--- src/rtl/dsr_pkg.sv ---
package dsr_pkg;
  typedef enum logic [1:0] {
    RX_IDLE  = 2'd0,
    RX_SHIFT = 2'd1,
    RX_ARMED = 2'd2
  } rx_state_e;

  localparam int PIN_CS   = 0;
  localparam int PIN_FS   = 1;
  localparam int PIN_SCLK = 2;
  localparam int PIN_SD   = 3;
  localparam int PIN_N    = 4;
endpackage

--- src/rtl/pin_sync.sv ---
module pin_sync #(
  parameter int         N       = 4,
  parameter int         STAGES  = 2,
  parameter logic [N-1:0] RST_VAL = '0
) (
  input  logic         clk,
  input  logic         rst,
  input  logic [N-1:0] pin_i,
  output logic [N-1:0] sync_o,
  output logic [N-1:0] prev_o
);
  logic [N-1:0] stg [STAGES];

  genvar s;
  generate
    for (s = 0; s < STAGES; s++) begin : g_stage
      if (s == 0) begin : g_first
        always_ff @(posedge clk) begin
          if (rst) stg[s] <= RST_VAL;
          else     stg[s] <= pin_i;
        end
      end else begin : g_next
        always_ff @(posedge clk) begin
          if (rst) stg[s] <= RST_VAL;
          else     stg[s] <= stg[s-1];
        end
      end
    end
  endgenerate

  always_ff @(posedge clk) begin
    if (rst) prev_o <= RST_VAL;
    else     prev_o <= stg[STAGES-1];
  end

  assign sync_o = stg[STAGES-1];
endmodule

--- src/rtl/word_shifter.sv ---
module word_shifter
  import dsr_pkg::*;
#(
  parameter int WORD_W = 16
) (
  input  logic              clk,
  input  logic              rst,
  input  logic              enable,
  input  logic              fs_fall,
  input  logic              fs_rise,
  input  logic              sclk_fall,
  input  logic              sclk_rise,
  input  logic              sdata,
  output logic              load,
  output logic [WORD_W-1:0] word
);
  localparam int CNT_W = $clog2(WORD_W);
  localparam logic [CNT_W-1:0] LAST_BIT = CNT_W'(WORD_W - 1);

  rx_state_e        state;
  logic [CNT_W-1:0] bit_cnt;
  logic [WORD_W-1:0] sreg;

  always_ff @(posedge clk) begin
    if (rst) begin
      state   <= RX_IDLE;
      bit_cnt <= '0;
      sreg    <= '0;
    end else if (!enable) begin
      state   <= RX_IDLE;
      bit_cnt <= '0;
    end else if (fs_fall) begin
      state   <= RX_SHIFT;
      bit_cnt <= '0;
    end else begin
      case (state)
        RX_SHIFT: begin
          if (sclk_fall) begin
            sreg <= {sreg[WORD_W-2:0], sdata};
            if (bit_cnt == LAST_BIT) state <= RX_ARMED;
            else                     bit_cnt <= bit_cnt + 1'b1;
          end
        end
        RX_ARMED: begin
          if (sclk_rise || fs_rise) state <= RX_IDLE;
        end
        default: state <= RX_IDLE;
      endcase
    end
  end

  assign load = enable && !fs_fall && (state == RX_ARMED) && (sclk_rise || fs_rise);
  assign word = sreg;


  cs_idle_chk: assert property (@(posedge clk) disable iff (rst)
    !enable |=> !load);


  start_chk: assert property (@(posedge clk) disable iff (rst)
    (enable && fs_fall) |=> (state == RX_SHIFT && bit_cnt == '0));
endmodule

--- src/rtl/code_latch.sv ---
module code_latch #(
  parameter int WORD_W = 16,
  parameter int CODE_W = 12
) (
  input  logic                     clk,
  input  logic                     rst,
  input  logic                     load,
  input  logic [WORD_W-1:0]        word,
  output logic [CODE_W-1:0]        code_o,
  output logic [WORD_W-CODE_W-1:0] ctrl_o,
  output logic                     pulse_o
);
  always_ff @(posedge clk) begin
    if (rst) begin
      code_o  <= '0;
      ctrl_o  <= '0;
      pulse_o <= 1'b0;
    end else begin
      pulse_o <= load;
      if (load) begin
        code_o <= word[CODE_W-1:0];
        ctrl_o <= word[WORD_W-1:CODE_W];
      end
    end
  end


  reset_clear_chk: assert property (@(posedge clk)
    rst |=> (code_o == '0 && ctrl_o == '0 && !pulse_o));


  pulse_width_chk: assert property (@(posedge clk) disable iff (rst)
    pulse_o |=> !pulse_o);


  hold_chk: assert property (@(posedge clk) disable iff (rst)
    (!pulse_o && !$past(rst)) |-> ($stable(code_o) && $stable(ctrl_o)));
endmodule

--- src/rtl/dac_serial_rx.sv ---
module dac_serial_rx
  import dsr_pkg::*;
#(
  parameter int WORD_W      = 16,
  parameter int CODE_W      = 12,
  parameter int SYNC_STAGES = 2
) (
  input  logic                     clk,
  input  logic                     rst,
  input  logic                     cs_n_pin,
  input  logic                     fsync_pin,
  input  logic                     sclk_pin,
  input  logic                     sdata_pin,
  output logic [CODE_W-1:0]        dac_code,
  output logic [WORD_W-CODE_W-1:0] ctrl_bits,
  output logic                     update_pulse
);
  localparam logic [PIN_N-1:0] PIN_IDLE = PIN_N'(4'b0111);

  logic [PIN_N-1:0]  pins_raw, pins_s, pins_p;
  logic              fs_fall, fs_rise, sclk_fall, sclk_rise, enable, load;
  logic [WORD_W-1:0] word;

  always_comb begin
    pins_raw           = '0;
    pins_raw[PIN_CS]   = cs_n_pin;
    pins_raw[PIN_FS]   = fsync_pin;
    pins_raw[PIN_SCLK] = sclk_pin;
    pins_raw[PIN_SD]   = sdata_pin;
  end

  pin_sync #(
    .N(PIN_N), .STAGES(SYNC_STAGES), .RST_VAL(PIN_IDLE)
  ) i_sync (
    .clk(clk), .rst(rst), .pin_i(pins_raw), .sync_o(pins_s), .prev_o(pins_p)
  );

  assign enable    = !pins_s[PIN_CS];
  assign fs_fall   =  pins_p[PIN_FS]   && !pins_s[PIN_FS];
  assign fs_rise   = !pins_p[PIN_FS]   &&  pins_s[PIN_FS];
  assign sclk_fall =  pins_p[PIN_SCLK] && !pins_s[PIN_SCLK];
  assign sclk_rise = !pins_p[PIN_SCLK] &&  pins_s[PIN_SCLK];

  word_shifter #(.WORD_W(WORD_W)) i_shift (
    .clk(clk), .rst(rst), .enable(enable),
    .fs_fall(fs_fall), .fs_rise(fs_rise),
    .sclk_fall(sclk_fall), .sclk_rise(sclk_rise),
    .sdata(pins_s[PIN_SD]), .load(load), .word(word)
  );

  code_latch #(.WORD_W(WORD_W), .CODE_W(CODE_W)) i_latch (
    .clk(clk), .rst(rst), .load(load), .word(word),
    .code_o(dac_code), .ctrl_o(ctrl_bits), .pulse_o(update_pulse)
  );
endmodule

--- config.mk ---
export PLATFORM = sky130hd
export DESIGN_NAME = dac_serial_rx
export DESIGN_NICKNAME = d
export VERILOG_FILES = /design/src/rtl/dsr_pkg.sv /design/src/rtl/pin_sync.sv /design/src/rtl/word_shifter.sv /design/src/rtl/code_latch.sv /design/src/rtl/dac_serial_rx.sv
export SDC_FILE = /design/constraint.sdc
export NUM_CORES = 1
export LEC_CHECK = 0
export ABC_AREA = 1
export BUFFER_PORTS_ARGS = -buffer_cell sky130_fd_sc_hd__buf_4
export CORE_MARGIN = 2
export CORE_UTILIZATION = 40
export DETAILED_ROUTE_END_ITERATION = 8
export GPL_ROUTABILITY_DRIVEN = 0
export SLEW_MARGIN = 30
export SYNTH_ARGS = -nofsm -noshare
export SYNTH_HDL_FRONTEND = slang
export SYNTH_SLANG_ARGS = --single-unit
--- constraint.sdc ---
create_clock -name clk -period 1.1 [get_ports clk]
set_input_delay 0.11 -clock clk [delete_from_list [all_inputs] [get_ports clk]]
set_output_delay 0.11 -clock clk [all_outputs]
set_load 0.02 [all_outputs]
==> reports/qor.csv <==
stage;metric;value;unit
global_route;first-pass GRT wire length;6.299;mm
routing;Antenna Nets Post-Route;0;
run_status;status;finished, violations left;
worst_setup_path;type of the worst setup path;reg2reg;
timing;fin worst setup slack;-41.81;ps
timing;crit share post-route;103.8;%
placement;worst slack, placed;-91.88;ps
clock_tree;H-tree levels;2;
yosys;Mapped Cells;279;
placement;IO buf count;22;
yosys;top cells by count, synth;72 x nand2_1, 68 x nor2_1, 49 x dfxtp_1;
routing;total number of vias;1702;
yosys;async set-reset flop share out of synthesis;0;%
timing;RSZ-0062 raised after global routing;true;
yosys;Compound-Gate Fraction of Synth Area;1.511;%
yosys;largest family of logic cells by synthesized area;simple AND/OR/NAND/NOR gates;
worst_setup_path;startpoint types;flip-flop;
pwr;Lkg Pwr;1.088;nW
timing;minimum clock period;1142;ps
yosys;top_reg_cell synth;dfxtp_1;
floorplan;I/O pin count;23;
timing;final hold viol count;0;
worst_setup_path;WP data arrival;1340;ps
final_layout;Area growth, synth to finish;36.34;%
pwr;total chip power;3.249;mW
final_layout;end-of-flow core utilization;56.97;%
routing;drt total wl;3.741;mm
yosys;Net Count, Synth;286;
global_route;vias in the first global route;1477;
worst_setup_path;Critical Path Fanout Max;17;
global_route;largest net degree at the start of global routing;35;
routing;drc violations;0;
floorplan;Die Width;74.48;µm
floorplan;Die ar.;0.005547;mm²
placement;Post-Place Cells;375;
final_layout;Nets;329;
yosys;post-synthesis cell area;0.001987;mm²
floorplan;FP Rows;25;
yosys;number of synthesized flops with an enable pin;0;
min_path;Hold Path Class;in2reg;
floorplan;die height;74.48;µm
timing;worst slew pin tran;347.5;ps
timing;worst hold margin;11.98;ps
timing;Final setup viols;28;
final_layout;Antenna Cells;0;
routing;first-pass iteration count of the detailed router;4;
routing;Avg Vias per Cell;4.364;
yosys;Yosys top cell area share;49.37;%
clock_tree;Sink Count;49;
timing;Fmax;875.8;MHz
clock_tree;clock tree from TritonCTS;built;
final_layout;layout cells sized above 1;34.06;%
yosys;register bit total from synthesis;49;
final_layout;area of the multi-input gates;978.4;µm²
floorplan;core footprint;0.004755;mm²
clock_tree;CTS Buf Count;5;
timing;clock skew;7.340;ps
clock_tree;clock slew at reported path FFs;80;ps
routing;WL/cell;9.592;µm
global_route;initial antenna violation count;0;
yosys;Syn. warnings;0;
yosys;most common cell in the netlist;nand2_1;
worst_setup_path;crit end category;flip-flop;
yosys;Synth Area in Adders;0.6297;%
final_layout;Cell Count, Final, Fillers Out;390;
timing;relative slew slack;76.83;%
run_status;failing checks;setup timing;
yosys;post-synthesis mux area share;0;%
placement;Detail Placement HPWL;2.419;mm
yosys;area share of xor/xnor cells in the synthesized design;0;%
yosys;synth top area cells;dfxtp_1 49%, nand2_1 14%, nor2_1 13%;
timing;Slew Limit Fails;0;
yosys;post-synthesis sequential area ratio;49.37;%
yosys;synthesized area per cell;7.122;µm²
final_layout;sequential cell area;996.0;µm²
clock_tree;Worst-Skew Late Latency;300;ps
pwr;Power Dens Cells;1199;mW/mm²
clock_tree;Clock Path Buffers;2;
yosys;Unique masters post-synth;21;
pwr;VDD IR-drop max;0.0007356;V
clock_tree;Root Buffer;clkbuf_8;
yosys;largest area contributor in the netlist;dfxtp_1;
routing;DR iter-0 viols;132;
yosys;Synth Area in Simple Gates;38.29;%
run;max-cap violation count;0;
global_route;grt total ovfl;0;
final_layout;Fillers;477;
worst_setup_path;worst path required time;1300;ps
floorplan;initial core utilization;41.79;%
global_route;GRT Overall Usage;14.65;%
==> power by group <==
group          leakage [nW]  internal (mW)  switching [mW]
Clock                0.0585          0.741           0.569
Combinational         0.632         0.0631          0.0857
Sequential            0.398           1.78         0.00571
==> cell families after synthesis <==
| kind of cell | after synthesis |
|---|---|
| AO/OA/AOI/OAI | 6 |
| adder cells (fa/ha/maj) | 1 |
| buffers and inverters | 44 |
| flip-flops | 49 |
| AND/OR/NAND/NOR | 179 |
==> worst paths after layout <==
kind	from	end	slack [ps]	depth (start not counted)
min	sdata_pin	i_sync.stg[0][3]	10	3
max reg2reg	i_shift.state[0]	i_shift.word[4]	-40	8
max	i_shift.state[0]	i_shift.word[4]	-40	8
min reg2reg	i_sync.stg[0][3]	i_sync.stg[1][3]	410	2
==> timing repair <==
item                                   CTS  global route
buffers inserted                         1             3
endpoints found under the hold margin    3             0
gates resized for setup                 28            30
setup endpoints to repair               38            38
pin swaps                                2             8
hold buffers                             3             0
==> flip-flops by register name, summed over array words and instances (netlist names) <==
signal / count
i_shift.word: 16
i_latch.ctrl_o: 4
i_sync.stg: 8
i_shift.bit_cnt: 4
i_latch.pulse_o: 1
i_latch.code_o: 12
i_sync.prev_o: 2
i_shift.state: 2
==> placed cells by master (no fill, tap or decap), types with 2 or more instances in the layout <==
cell type / instances
nand2_1: 58
nor2_4: 6
dfxtp_2: 6
inv_1: 29
nand3_2: 12
nand3_1: 8
clkbuf_8: 6
nand2_4: 4
nand2_2: 14
buf_4: 34
buf_6: 7
or2_2: 6
a21oi_1: 4
dfxtp_1: 41
inv_2: 3
dfxtp_4: 2
nor2_1: 66
nand3_4: 2
dlygate4sd3_1: 3
buf_12: 2
==> metrics by stage <==
step	cell area (µm²)	setup TNS, ps
2_1_floorplan	1994	0
3_3_place_gp	2321	-672.2
3_5_place_dp	2321	-1755
4_1_cts	2574	-447.3
5_1_grt	2709	-3297
6_report	2709	-599.9
==> worst max-delay path, cell delays in order (launching register included) <==
cell     delay [ps]
dfxtp_2         360
inv_2            50
nor2_4          110
nand2_2          80
nor2_4          140
buf_12          160
nand2_1          50
nand2_1          50
nor2_1           40
==> layer usage <==
metal  vias up  track usage (%)  share of wire (%)  routed length, µm
li1        917                -                  -                  -
met1       752            18.52                 48               1798
met2        24            23.99                 47               1764
met3         9            3.252                3.0                111
met4         0            6.349                1.8                 66
met5         -                0                  0                  0
==> area by class of cell <==
cell class | count | area share (%)
inverter | 34 | 4.804
clock buffer | 7 | 3.187
multi-input combinational | 186 | 36.12
timing repair buffer | 46 | 14.92
tap | 67 | 3.095
sequential | 49 | 36.77
clock inverter | 1 | 1.109
No activity file was read; power rests on OpenSTA's default activity.
